[src/rtl/mbs_pkg.sv]
package mbs_pkg;
  typedef enum logic [1:0] {
    BT_FIXED = 2'd0,
    BT_INCR  = 2'd1,
    BT_WRAP  = 2'd2,
    BT_RSVD  = 2'd3
  } burst_e;

  localparam int MASK_W   = 8;
  localparam int OFF_W    = 3;
  localparam int SIZE_W   = 3;
  localparam int BURST_W  = 2;
endpackage

[src/rtl/mbs_range.sv]
// Turns the address-channel fields into one byte range ("piece") and the
// number of pieces the transaction needs.
module mbs_range #(
  parameter int ADDR_W  = 32,
  parameter int LEN_W   = 8,
  parameter int PIECE_W = LEN_W + 1
) (
  input  logic [ADDR_W-1:0]          addr,
  input  logic [LEN_W-1:0]           len,
  input  logic [mbs_pkg::SIZE_W-1:0] size,
  input  mbs_pkg::burst_e            burst,
  input  logic                       second,
  output logic [ADDR_W-1:0]          lo,
  output logic [ADDR_W-1:0]          hi,
  output logic [PIECE_W-1:0]         npieces
);
  import mbs_pkg::*;

  logic [ADDR_W-1:0] beat_bytes;
  logic [ADDR_W-1:0] aligned;
  logic [ADDR_W-1:0] span;
  logic [ADDR_W-1:0] wrap_base;

  always_comb begin
    beat_bytes = {{(ADDR_W-1){1'b0}}, 1'b1} << size;
    aligned    = addr & ~(beat_bytes - 1'b1);
    span       = (ADDR_W'(len) + 1'b1) << size;
    wrap_base  = addr & ~(span - 1'b1);
  end

  always_comb begin
    unique case (burst)
      BT_FIXED: begin
        lo      = addr;
        hi      = aligned + beat_bytes - 1'b1;
        npieces = PIECE_W'(len) + 1'b1;
      end
      BT_WRAP: begin
        if (!second) begin
          lo = addr;
          hi = wrap_base + span - 1'b1;
        end else begin
          lo = wrap_base;
          hi = addr - 1'b1;
        end
        npieces = (addr == wrap_base) ? PIECE_W'(1) : PIECE_W'(2);
      end
      default: begin
        lo      = addr;
        hi      = aligned + span - 1'b1;
        npieces = PIECE_W'(1);
      end
    endcase
  end
endmodule

[src/rtl/mbs_walker.sv]
// Walks a word range burst by burst; holds the current and final word index.
module mbs_walker #(
  parameter int ADDR_W = 32
) (
  input  logic                       clk,
  input  logic                       rst_n,
  input  logic                       load,
  input  logic [ADDR_W-1:0]          lo_w,
  input  logic [ADDR_W-1:0]          hi_w,
  input  logic                       step,
  input  logic                       bl8,
  output logic [ADDR_W-1:0]          base_w,
  output logic [mbs_pkg::MASK_W-1:0] mask,
  output logic                       final_burst
);
  import mbs_pkg::*;

  logic [ADDR_W-1:0] cur_w;
  logic [ADDR_W-1:0] end_w;
  logic [ADDR_W-1:0] bl_m1;
  logic [OFF_W-1:0]  first_off;
  logic [OFF_W-1:0]  last_off;

  always_comb begin
    bl_m1       = bl8 ? ADDR_W'(7) : ADDR_W'(3);
    base_w      = cur_w & ~bl_m1;
    final_burst = (end_w & ~bl_m1) == base_w;
    first_off   = cur_w[OFF_W-1:0] & bl_m1[OFF_W-1:0];
    last_off    = final_burst ? (end_w[OFF_W-1:0] & bl_m1[OFF_W-1:0])
                              : bl_m1[OFF_W-1:0];
  end

  for (genvar i = 0; i < MASK_W; i++) begin : g_mask
    assign mask[i] = (OFF_W'(i) >= first_off) && (OFF_W'(i) <= last_off);
  end

  always_ff @(posedge clk or negedge rst_n) begin
    if (!rst_n) begin
      cur_w <= '0;
      end_w <= '0;
    end else if (load) begin
      cur_w <= lo_w;
      end_w <= hi_w;
    end else if (step) begin
      cur_w <= base_w + bl_m1 + 1'b1;
    end
  end
endmodule

[src/rtl/mem_burst_splitter.sv]
module mem_burst_splitter #(
  parameter int ADDR_W = 32,
  parameter int AXI_DW = 64,
  parameter int MEM_DW = 32,
  parameter int LEN_W  = 8
) (
  input  logic                         clk,
  input  logic                         rst_n,
  input  logic                         cfg_half_width,
  input  logic                         cfg_bl8,
  input  logic                         a_valid,
  output logic                         a_ready,
  input  logic [ADDR_W-1:0]            a_addr,
  input  logic [LEN_W-1:0]             a_len,
  input  logic [mbs_pkg::SIZE_W-1:0]   a_size,
  input  logic [mbs_pkg::BURST_W-1:0]  a_burst,
  output logic                         cmd_valid,
  input  logic                         cmd_ready,
  output logic [ADDR_W-1:0]            cmd_addr,
  output logic [mbs_pkg::MASK_W-1:0]   cmd_mask,
  output logic                         cmd_last
);
  import mbs_pkg::*;

  localparam int PIECE_W = LEN_W + 1;
  localparam int MEM_LOG = $clog2(MEM_DW / 8);
  localparam logic [2:0] MLOG_FULL = 3'(MEM_LOG);

  if (MEM_DW > AXI_DW || MEM_DW < 16 ||
      (AXI_DW != 32 && AXI_DW != 64 && AXI_DW != 128)) begin : g_bad_cfg
    $error("mem_burst_splitter: unsupported data width parameters");
  end

  logic                  busy;
  logic [ADDR_W-1:0]     t_addr;
  logic [LEN_W-1:0]      t_len;
  logic [SIZE_W-1:0]     t_size;
  burst_e                t_burst;
  logic                  t_half;
  logic                  t_bl8;
  logic [PIECE_W-1:0]    pieces_left;

  logic                  accept;
  logic                  fire;
  logic                  last_piece;
  logic                  piece_done;

  logic [ADDR_W-1:0]     src_addr;
  logic [LEN_W-1:0]      src_len;
  logic [SIZE_W-1:0]     src_size;
  burst_e                src_burst;
  logic [2:0]            src_mlog;
  logic [2:0]            t_mlog;
  logic                  walk_bl8;

  logic [ADDR_W-1:0]     rg_lo;
  logic [ADDR_W-1:0]     rg_hi;
  logic [PIECE_W-1:0]    rg_npieces;

  logic                  wk_load;
  logic                  wk_step;
  logic [ADDR_W-1:0]     wk_base_w;
  logic [MASK_W-1:0]     wk_mask;
  logic                  wk_final;

  // Handshake terms
  always_comb begin
    accept     = a_valid && !busy;
    fire       = busy && cmd_ready;
    last_piece = pieces_left == '0;
    piece_done = fire && wk_final;
  end

  // Range source: the live inputs at acceptance, the held copy afterwards.
  always_comb begin
    t_mlog = MLOG_FULL - {2'b00, t_half};
    if (accept) begin
      src_addr  = a_addr;
      src_len   = a_len;
      src_size  = a_size;
      src_burst = burst_e'(a_burst);
      src_mlog  = MLOG_FULL - {2'b00, cfg_half_width};
      walk_bl8  = cfg_bl8;
    end else begin
      src_addr  = t_addr;
      src_len   = t_len;
      src_size  = t_size;
      src_burst = t_burst;
      src_mlog  = t_mlog;
      walk_bl8  = t_bl8;
    end
  end

  mbs_range #(
    .ADDR_W (ADDR_W),
    .LEN_W  (LEN_W),
    .PIECE_W(PIECE_W)
  ) u_range (
    .addr   (src_addr),
    .len    (src_len),
    .size   (src_size),
    .burst  (src_burst),
    .second (!accept),
    .lo     (rg_lo),
    .hi     (rg_hi),
    .npieces(rg_npieces)
  );

  always_comb begin
    wk_load = accept || (piece_done && !last_piece);
    wk_step = fire && !wk_final;
  end

  mbs_walker #(
    .ADDR_W(ADDR_W)
  ) u_walker (
    .clk        (clk),
    .rst_n      (rst_n),
    .load       (wk_load),
    .lo_w       (rg_lo >> src_mlog),
    .hi_w       (rg_hi >> src_mlog),
    .step       (wk_step),
    .bl8        (walk_bl8),
    .base_w     (wk_base_w),
    .mask       (wk_mask),
    .final_burst(wk_final)
  );

  // Transaction hold and piece bookkeeping
  always_ff @(posedge clk or negedge rst_n) begin
    if (!rst_n) begin
      busy        <= 1'b0;
      t_addr      <= '0;
      t_len       <= '0;
      t_size      <= '0;
      t_burst     <= BT_INCR;
      t_half      <= 1'b0;
      t_bl8       <= 1'b0;
      pieces_left <= '0;
    end else if (accept) begin
      busy        <= 1'b1;
      t_addr      <= a_addr;
      t_len       <= a_len;
      t_size      <= a_size;
      t_burst     <= burst_e'(a_burst);
      t_half      <= cfg_half_width;
      t_bl8       <= cfg_bl8;
      pieces_left <= rg_npieces - 1'b1;
    end else if (piece_done) begin
      if (last_piece) begin
        busy <= 1'b0;
      end else begin
        pieces_left <= pieces_left - 1'b1;
      end
    end
  end

  always_comb begin
    a_ready   = !busy;
    cmd_valid = busy;
    cmd_addr  = wk_base_w << t_mlog;
    cmd_mask  = wk_mask;
    cmd_last  = last_piece && wk_final;
  end
endmodule

[config.mk]
export PLATFORM = sky130hd
export DESIGN_NAME = mem_burst_splitter
export DESIGN_NICKNAME = d
export VERILOG_FILES = /design/src/rtl/mbs_pkg.sv /design/src/rtl/mbs_range.sv /design/src/rtl/mbs_walker.sv /design/src/rtl/mem_burst_splitter.sv
export SDC_FILE = /design/constraint.sdc
export NUM_CORES = 1
export LEC_CHECK = 0
export ABC_CLOCK_PERIOD_IN_PS = 21200
export BUFFER_PORTS_ARGS = -buffer_cell sky130_fd_sc_hd__buf_2
export CORE_ASPECT_RATIO = 0.9
export CORE_MARGIN = 2
export CORE_UTILIZATION = 60
export DETAILED_ROUTE_END_ITERATION = 10
export PLACE_DENSITY = 0.76
export SLEW_MARGIN = 20
export SYNTH_ARGS = -nofsm -noshare
export SYNTH_HDL_FRONTEND = slang
export SYNTH_SLANG_ARGS = --single-unit
[constraint.sdc]
create_clock -name clk -period 21.2 [get_ports clk]
set_input_delay 1.06 -clock clk [delete_from_list [all_inputs] [get_ports clk]]
set_output_delay 1.06 -clock clk [all_outputs]
set_load 0.02 [all_outputs]
# Word-level counts from Yosys, hierarchy flattened
# Cells that the tools add are included.
# totals
ff_bits,121
inputBits,51
out_inout_bits,43
elab_cells,108
# classes
add_sub_neg,17
magnitude_cmp,16
n_eq_ne,4
shift,5
mux,22
bitwise,9
reduce_logical,25
# op_table
operator,n
32-bit 2-to-1 mux,6
32-bit by 1-bit subtractor with 32-bit output (second input constant),6
32-bit adder,4
32-bit bitwise AND,4
32-bit NOT,3
32-bit equality test,2
32-bit one-hot mux with 2 select lines,1
32-bit by 3-bit left shift with 32-bit output,2
32-bit by 3-bit >> shifter with 32-bit output,2
32-bit by 1-bit adder with 32-bit output (second input constant),1
1-bit by 3-bit left shift with 32-bit output (first input constant),1
9-bit 2-to-1 mux,3
8-bit by 1-bit adder with 9-bit output (second input constant),2
9-bit one-hot mux with 2 select lines,1
9-bit by 1-bit subtractor with 9-bit output (second input constant),2
1-bit logical AND,14
3-bit greater-or-equal comparator (first input constant),4
3-bit less-or-equal comparator (first input constant),4
3-bit 2-to-1 mux,4
9-bit zero test,1
8-bit 2-to-1 mux,1
3-bit bitwise AND,2
1-bit by 3-bit greater-or-equal comparator with 1-bit output (first input constant),2
2-bit by 3-bit greater-or-equal comparator with 1-bit output (first input constant),2
12 further kinds,24

# Logic depth before layout (Yosys ltp)
# Gate-level depths: netlist of the first run.
# logic_depth
depth_word,13
depth_mapped,40
depth_no_buf,30

# Modules after synthesis
# A second synthesis of the first run with hierarchy kept.
# unflattened
hier_cells,2037
area_unflattened_um2,15636.2
# modules_own_cells
module,n_inst,cells_per_inst,area_each_um2,seq_area_each_um2
mbs_range,1,1276,8210.4,0.0
mbs_walker,1,365,3774.9,1601.5
mem_burst_splitter,1,396,3651.0,1427.6

# Worst setup path after synthesis of the first run
# Ideal clock, no wire load.
# synth_path
kind,input port to flip-flop
from,input a_valid
to,register u_walker.end_w[29]
setup_time_ps,133
arrival_ps,8760
t_required_ps,21067
setup_slack_ps,12307
path_stages,37
path_buffers,10
cell_sequence,nand2b_1 buf_6 buf_6 buf_6 buf_4 clkbuf_1 buf_2 buf_1 clkbuf_1 buf_1 nand2_1 nand2_1 ha_1 nor3b_1 a211oi_1 nor2_1 inv_1 ha_1 nand3b_1 a211o_1 a21oi_1 buf_2 nand3_1 nand2_1 ha_1 a21o_1 a21o_1 a21o_1 a221o_1 a221o_1 a2111oi_0 o31ai_1 or3_1 mux2i_1 nor4b_2 a211oi_1 nor4_2
# synth_between
elab_chain_len,12
word_cells_on_any_way,36
cone_classes,add/sub (10); eq/ne (2); shift (3); mux (9); bitwise (7); reduce/logical (5)
# synth_rtl
element,line,text
from (decl),mem_burst_splitter.sv:11,"input logic a_valid,"
1-bit logical AND (*),mem_burst_splitter.sv:68,accept = a_valid && !busy;
8-bit 2-to-1 mux (*),-,
via src_len[1],mem_burst_splitter.sv:49,logic [LEN_W-1:0] src_len;
8-bit by 1-bit adder with 9-bit output (*),mbs_range.sv:27,span = (ADDR_W'(len) + 1'b1) << size;
32-bit by 3-bit left shift with 32-bit output (*),mbs_range.sv:27,
32-bit by 1-bit subtractor with 32-bit output,mbs_range.sv:28,wrap_base = addr & ~(span - 1'b1);
32-bit NOT,mbs_range.sv:28,
32-bit bitwise AND,mbs_range.sv:28,
32-bit adder,mbs_range.sv:41,hi = wrap_base + span - 1'b1;
32-bit by 1-bit subtractor with 32-bit output,mbs_range.sv:41,
32-bit 2-to-1 mux,mbs_range.sv:39,if (!second) begin
32-bit one-hot mux with 2 select lines (*),mbs_range.sv:32,unique case (burst)
32-bit by 3-bit >> shifter with 32-bit output (*),mem_burst_splitter.sv:121,".hi_w (rg_hi >> src_mlog),"
to (signal assigned),mbs_walker.sv:43,end_w <= hi_w;
to (decl),mbs_walker.sv:19,logic [ADDR_W-1:0] end_w;
# Mark *: on every way through the listed nets, which the timed path passes. The rest lies on a longest branch.
# A chain may end at the register's enable or synchronous reset.

# Final worst setup path of the first run
# Ends and elaborated chain as after synthesis.

==> results.md, run 1 <==
* Largest net degree at the start of global routing at 86
* Antenna violations before repair at 1
* Worst setup SP type: primary input
* Std cell rows at 56
* I/O pins at 94
* Pre-CTS setup slack at 11.75 ns
* Max FO, Critical Path at 56
* Starting Density at 60.6%
* Routed length on met1 at 26,400 um
* Routed WL per cell at 24.0 um
* Final core utilization at 65.5%
* Crit path required time at 21.53 ns
* Share of cells above drive strength 1 at 10.8%
* Root buffer cell: clkbuf_16
* Post-route ant nets at 0
* CP Class: in2reg
* Slew Limit Fails at 0
* Most used cell along the critical path: ha_1
* DR vias/cell at 6.88
* Ys Warns at 0
* Unique cell type count in the Yosys netlist at 89
* Grt ovf at 0
* Overall Global Routing Usage at 43.6%
* Number of synthesized flops with an enable pin at 0
* Clock Skews at 0.0165 ns
* Port bufs at 90
* First-pass GRT wire length at 92,300 um
* Critical Path Sink: u_walker.end_w[29]
* CTS Buffer Depth at 2
* Die Ht at 157 um
* Max_cap viols at 0
* 1st-iter DRT viols at 3,198
* Via count at 17,343
* Clk slew on worst S/H paths at 0.07 ns
* #FFs+latches synth at 121
* Delay of the slowest critical-path stage at 0.89 ns
* FF-to-FF path depth at 29
* Later-pin clock latency in the skew report at 0.44 ns
* Crit Reg-Reg Startpoint: cmd_valid
* Area of the die at 0.0274 sq mm
* Worst EP arrival at 9.75 ns
* # DRC at 0
* Cell family with most CP delay: compound AO/OA/AOI/OAI gates
* Uppermost layer routed: met4
* Final Hold Fails at 0
* CTS Hold Buffers Added at 0
* TNS Setup at 0 ns
* Post-cts resize count at 0
* Sequential share of the synthesized area at 19.3%
* Hold Path Origin: u_walker.end_w[1]
* Reg2reg end: u_walker.end_w[29]
* Crit path buffers/inverters at 4
* Post-route setup slack at 11.78 ns
* Post-CTS Setup Inserts at 0
* Min Tclk post-route at 9.42 ns
* Final Cycle Share at 44.4%
* H-Tree Depth at 4
* Met3 wire len at 8920 um
* CP max-delay cell: o31ai_1
* Critical Path End Type: register
* Post-synth ARST share at 100%
* Die width at 174 um
* WP depth at 30
* Cell count after synthesis at 2,131
* Area grow syn2layout at 8.04%
* Final setup viols at 0
* Detailed Place HPWL at 46,600 um
* Crit path from: a_valid
* Worst-margin pin slew at 1.15 ns
* CTS tree: yes
* CORE AREA at 0.0259 sq mm
* Primary FF master, synth: dfrtp_1
* Mean Syn Cell Area at 7.36 sq um
* Outcome: finished clean
* Final wirelength at 60,500 um
* Nets at 2,338
* Maximum clock frequency at 0.106 GHz
* RSZ-0062 raised after global routing: false
* Vias in the first global route at 15,501
* Worst hold path type: reg2reg
* DRT Pass-1 Iters at 6
* Sink Count at 121
* Final Wtd Congestion at 1.05
* Slew HR at 22.9%
* Flop-to-flop setup slack at 12.00 ns
* Syn Std Cell Area at 0.0157 sq mm
* N_diodes at 0
* TritonCTS buffer count at 17
* Met2 routed WL at 23,800 um
## synthesized netlist by cell type (6+ instances only)
cell	n	area (sq um)
o22ai_1	17	106
a211oi_1	34	255
buf_2	7	35.0
a31oi_1	29	181
and2_1	20	125
inv_1	176	661
o2111ai_1	6	52.6
o21bai_1	15	113
and3_1	34	213
or2_2	6	37.5
a221oi_1	18	158
mux2_2	34	383
nor3_1	42	210
xnor2_1	77	674
nor2_1	180	676
a22oi_1	11	82.6
nor3b_1	8	60.1
mux2i_1	47	470
xor2_1	53	464
or3_1	10	62.6
nand4_1	37	231
o31a_1	6	52.6
ha_1	125	1560
a2111oi_0	6	52.6
o221ai_1	8	70.1
o21a_1	18	135
nand3_1	46	230
nand2b_1	26	163
clkbuf_1	74	278
a21oi_1	188	941
o211ai_1	28	210
nor4_1	9	56.3
o31ai_1	15	113
a21boi_0	6	45.0
nor2b_1	14	87.6
buf_1	15	56.3
nand2_1	257	965
o21ai_0	116	581
a21o_1	61	458
a31o_2	6	52.6
dfrtp_1	120	3000
a22o_1	9	78.8
o21ai_1	6	30.0
## cell usage in the layout (no fill, tap or decap), types with 25 or more instances in the layout
| cell type | instances |
|---|---|
| nand2_1 | 256 |
| a21oi_1 | 187 |
| nor2_1 | 178 |
| inv_1 | 176 |
| ha_1 | 125 |
| dfrtp_1 | 120 |
| o21ai_0 | 115 |
| buf_2 | 89 |
| xnor2_1 | 77 |
| a21o_1 | 61 |
| xor2_1 | 53 |
| nand3_1 | 46 |
| mux2i_1 | 44 |
| nor3_1 | 42 |
| nand4_1 | 37 |
| and3_1 | 34 |
| mux2_2 | 34 |
| a211oi_1 | 34 |
| a31oi_1 | 29 |
| o211ai_1 | 28 |
| nand2b_1 | 25 |
## area by class of cell
| type | instances | area [sq um] |
|---|---|---|
| sequential | 121 | 3030 |
| tap | 348 | 435 |
| multi-input combinational | 1729 | 11600 |
| fill | 2264 | 8920 |
| timing repair buffer | 111 | 611 |
| clock buffer | 18 | 439 |
| clock inverter | 14 | 160 |
| inverter | 179 | 672 |
## registers in the layout, summed over array words and instances (netlist names)
signal,flops
t_half,1
t_addr,32
t_size,3
cmd_valid,1
t_burst,2
pieces_left,9
u_walker.cur_w,32
t_bl8,1
u_walker.end_w,32
t_len,8
## layer usage
layer,global-route usage (%),vias up
met3,13.1,128
met2,61.2,1247
met1,64.7,8233
met4,9.80,0
li1,-,7735
met5,0,-
## metrics by stage
step                      hold WS [ns]  instances  area, sq um
after detailed placement         0.504       2488        16300
after global placement           0.486       2488        16300
after floorplan                  0.467       2133        15700
final                            0.513       2520        16900
after CTS                        0.519       2520        16900
after global routing             0.542       2520        16900
## tightest hold or removal path, stage by stage, from the launching register on
cell	delay (ns)
dfrtp_1	0.36
nand2_1	0.06
o21ai_0	0.06
## how the worst min path moves through the flow
stage,endpoint,cells past startpoint
CTS,u_walker.end_w[1],2
global route,pieces_left[3],2
detailed placement,u_walker.end_w[1],2
global placement,u_walker.end_w[1],2
finish,u_walker.end_w[1],2
floorplan,u_walker.end_w[1],2
## kinds of logic (layout without fill, tap and decap cells)
| group | count (synthesis) | count (layout) | synth area share [%] |
|---|---|---|---|
| and+or+nand+nor | 720 | 720 | 21.8 |
| AOI/OAI and AO/OA | 663 | 663 | 28.2 |
| buffers and inverters | 283 | 322 | 7.09 |
| xor gates and xnor gates | 130 | 130 | 7.26 |
| adders and majority gates | 128 | 128 | 10.4 |
| DFF | 121 | 121 | 19.3 |
| muxes | 85 | 85 | 5.97 |
| other | 1 | 3 | 0.0239 |
Power of run 1 is left out: the tool's default activity adds up to more than one toggle a clock period on the data nets, which glitch-free logic cannot reach.
==> run 2: changes to the inputs <==
- ABC_CLOCK_PERIOD_IN_PS: 21200 -> 7950
- CORE_UTILIZATION: 60 -> 58
- PLACE_DENSITY: 0.76 -> 0.77
- clock period: 21.2 -> 7.95 ns (I/O delays scaled with it)
==> run 2 against run 1 <==
Net effect:
- critical path depth stayed put
- via count is 0.44% lower
- worst setup slack worse by 12 ns
==> results.md, run 2 (synthesized netlist as in run 1, its figures left out) <==
* Outcome: finished clean
* Area grow syn2layout at 9.54%
* Antenna violations before repair at 0
* CTS Hold Buffers Added at 0
* Die Ht at 160 um
* Grt ovf at 0
* GR Util met1 at 65.2%
* 1st-iter DRT viols at 2,574
* Hold Slack at 0.0614 ns
* Die width at 177 um
* Std cell rows at 57
* Nets at 2,363
* Starting Density at 58.5%
* Slew Limit Fails at 0
* Fillers at 2,460
* H-Tree Depth at 4
* I/O pins at 94
* Clk slew on worst S/H paths at 0.07 ns
* Slew HR at 32.6%
* GRT busiest layer: met1
* Detailed Place HPWL at 48,200 um
* N_diodes at 0
* Commonest non-fill, non-tap cell in the layout: nand2_1
* Met2 GRT Util at 59.9%
* Later-pin clock latency in the skew report at 0.45 ns
* Final Wtd Congestion at 1.05
* Post-route ant nets at 0
* Final wirelength at 61,400 um
* Top Registers: t_addr x32, u_walker.cur_w x32, u_walker.end_w x32
* Design area at 0.0172 sq mm
* Overall Global Routing Usage at 42.9%
* First-pass GRT wire length at 93,600 um
* CP max-delay cell: a211oi_1
* Most frequent cells in the layout: nand2_1 (256), a21oi_1 (186), nor2_1 (179)
* DR vias/cell at 6.77
* Cells after DPL at 2,515
* Max_cap viols at 0
* Via count at 17,266
* DP Area at 0.0165 sq mm
* CTS tree: yes
* TritonCTS buffer count at 17
* Worst EP arrival at 8.01 ns
* Largest net degree at the start of global routing at 86
* Final setup viols at 0
* # DRC at 0
* Clock Skews at 0.0202 ns
* Met3 usage at 9.29%
* Pre-CTS setup slack at -0.0142 ns
* Post-route setup slack at 0.253 ns
* Critical Path End Type: register
* CORE AREA at 0.0268 sq mm
* FF+latch area at 0.00303 sq mm
* Final Cycle Share at 96.8%
* FF-to-FF path depth at 30
* Post-Layout Cell Count at 2,551
* Footprint of the multi-input gates at 0.0116 sq mm
* Final Hold Fails at 0
* Worst setup SP type: register
* Worst-margin pin slew at 1.00 ns
* Routed WL per cell at 24.1 um
* CTS Buffer Depth at 2
* Vias in the first global route at 15,656
* Port bufs at 90
* Share of cells above drive strength 1 at 12.1%
* DRT Pass-1 Iters at 6
* Root buffer cell: clkbuf_16
* Delay of the slowest critical-path stage at 0.54 ns
* Worst hold path type: in2async
* Area of the die at 0.0284 sq mm
* Maximum clock frequency at 0.130 GHz
* Max FO, Critical Path at 10
* Crit path required time at 8.26 ns
* Sink Count at 121
* CP Class: reg2reg
* Min Tclk post-route at 7.70 ns
-- run 2: changes by cell type in the layout (fill, tap and decap cells not counted), moves of 2 or more --
cell      before  now
buf_4         22   47
clkinv_4       2    4
inv_6          5    2
nand3_1       46   44
nand3_2        0    2
-- run 2: area by class of cell --
| type | count | share of cell area [%] |
|---|---|---|
| clock inverters | 14 | 0.962 |
| inverters | 179 | 3.91 |
| repair buffers | 136 | 4.65 |
| well taps | 354 | 2.58 |
| clock buffers | 18 | 2.50 |
| multi-input cells | 1729 | 67.8 |
| flip-flops and latches | 121 | 17.6 |
-- run 2: repair_timing --
item                                    4_1_cts  5_1_grt
gates cloned                                  0        0
setup buffers                                 0        4
pin swaps                                     0        1
endpoints found under the setup margin        1       16
endpoints found under the hold margin         0        0
gates resized for setup                       2        4
-- run 2: per-stage QoR --
step	setup TNS (ns)	util, %
global placement	0	61.6
floorplan	0	-
global route	-0.113	64.0
CTS	0	63.9
detailed placement	-0.0142	61.6
finish	0	64.0
-- run 2: routing by layer --
metal / vias up / part of all wire [%]
met4: 0 / 3.2
met2: 1194 / 41
met5: - / 0
met1: 8139 / 44
li1: 7801 / -
met3: 132 / 13
-- run 2: path summary, 6_finish.rpt --
path,startpoint,endpoint,slack [ns]
setup / recovery,cmd_valid,pieces_left[8],0.25
hold / removal,rst_n,pieces_left[7],0.06
setup reg to reg,cmd_valid,pieces_left[8],0.25
hold reg to reg,u_walker.end_w[12],u_walker.end_w[12],0.50
max in group asynchronous,rst_n,u_walker.cur_w[4],6.42
min in group clk,a_len[1],t_len[1],0.22
-- run 2: critical path: cells and delay by family (launching register included) --
family / cells / cell delay (ns)
compound gates: 15 / 3.53
fa+ha+maj: 3 / 0.72
buf+inv: 2 / 0.32
flops: 1 / 0.49
mux: 1 / 0.33
simple gates: 9 / 2.15
Power of run 2 is left out for the same reason.
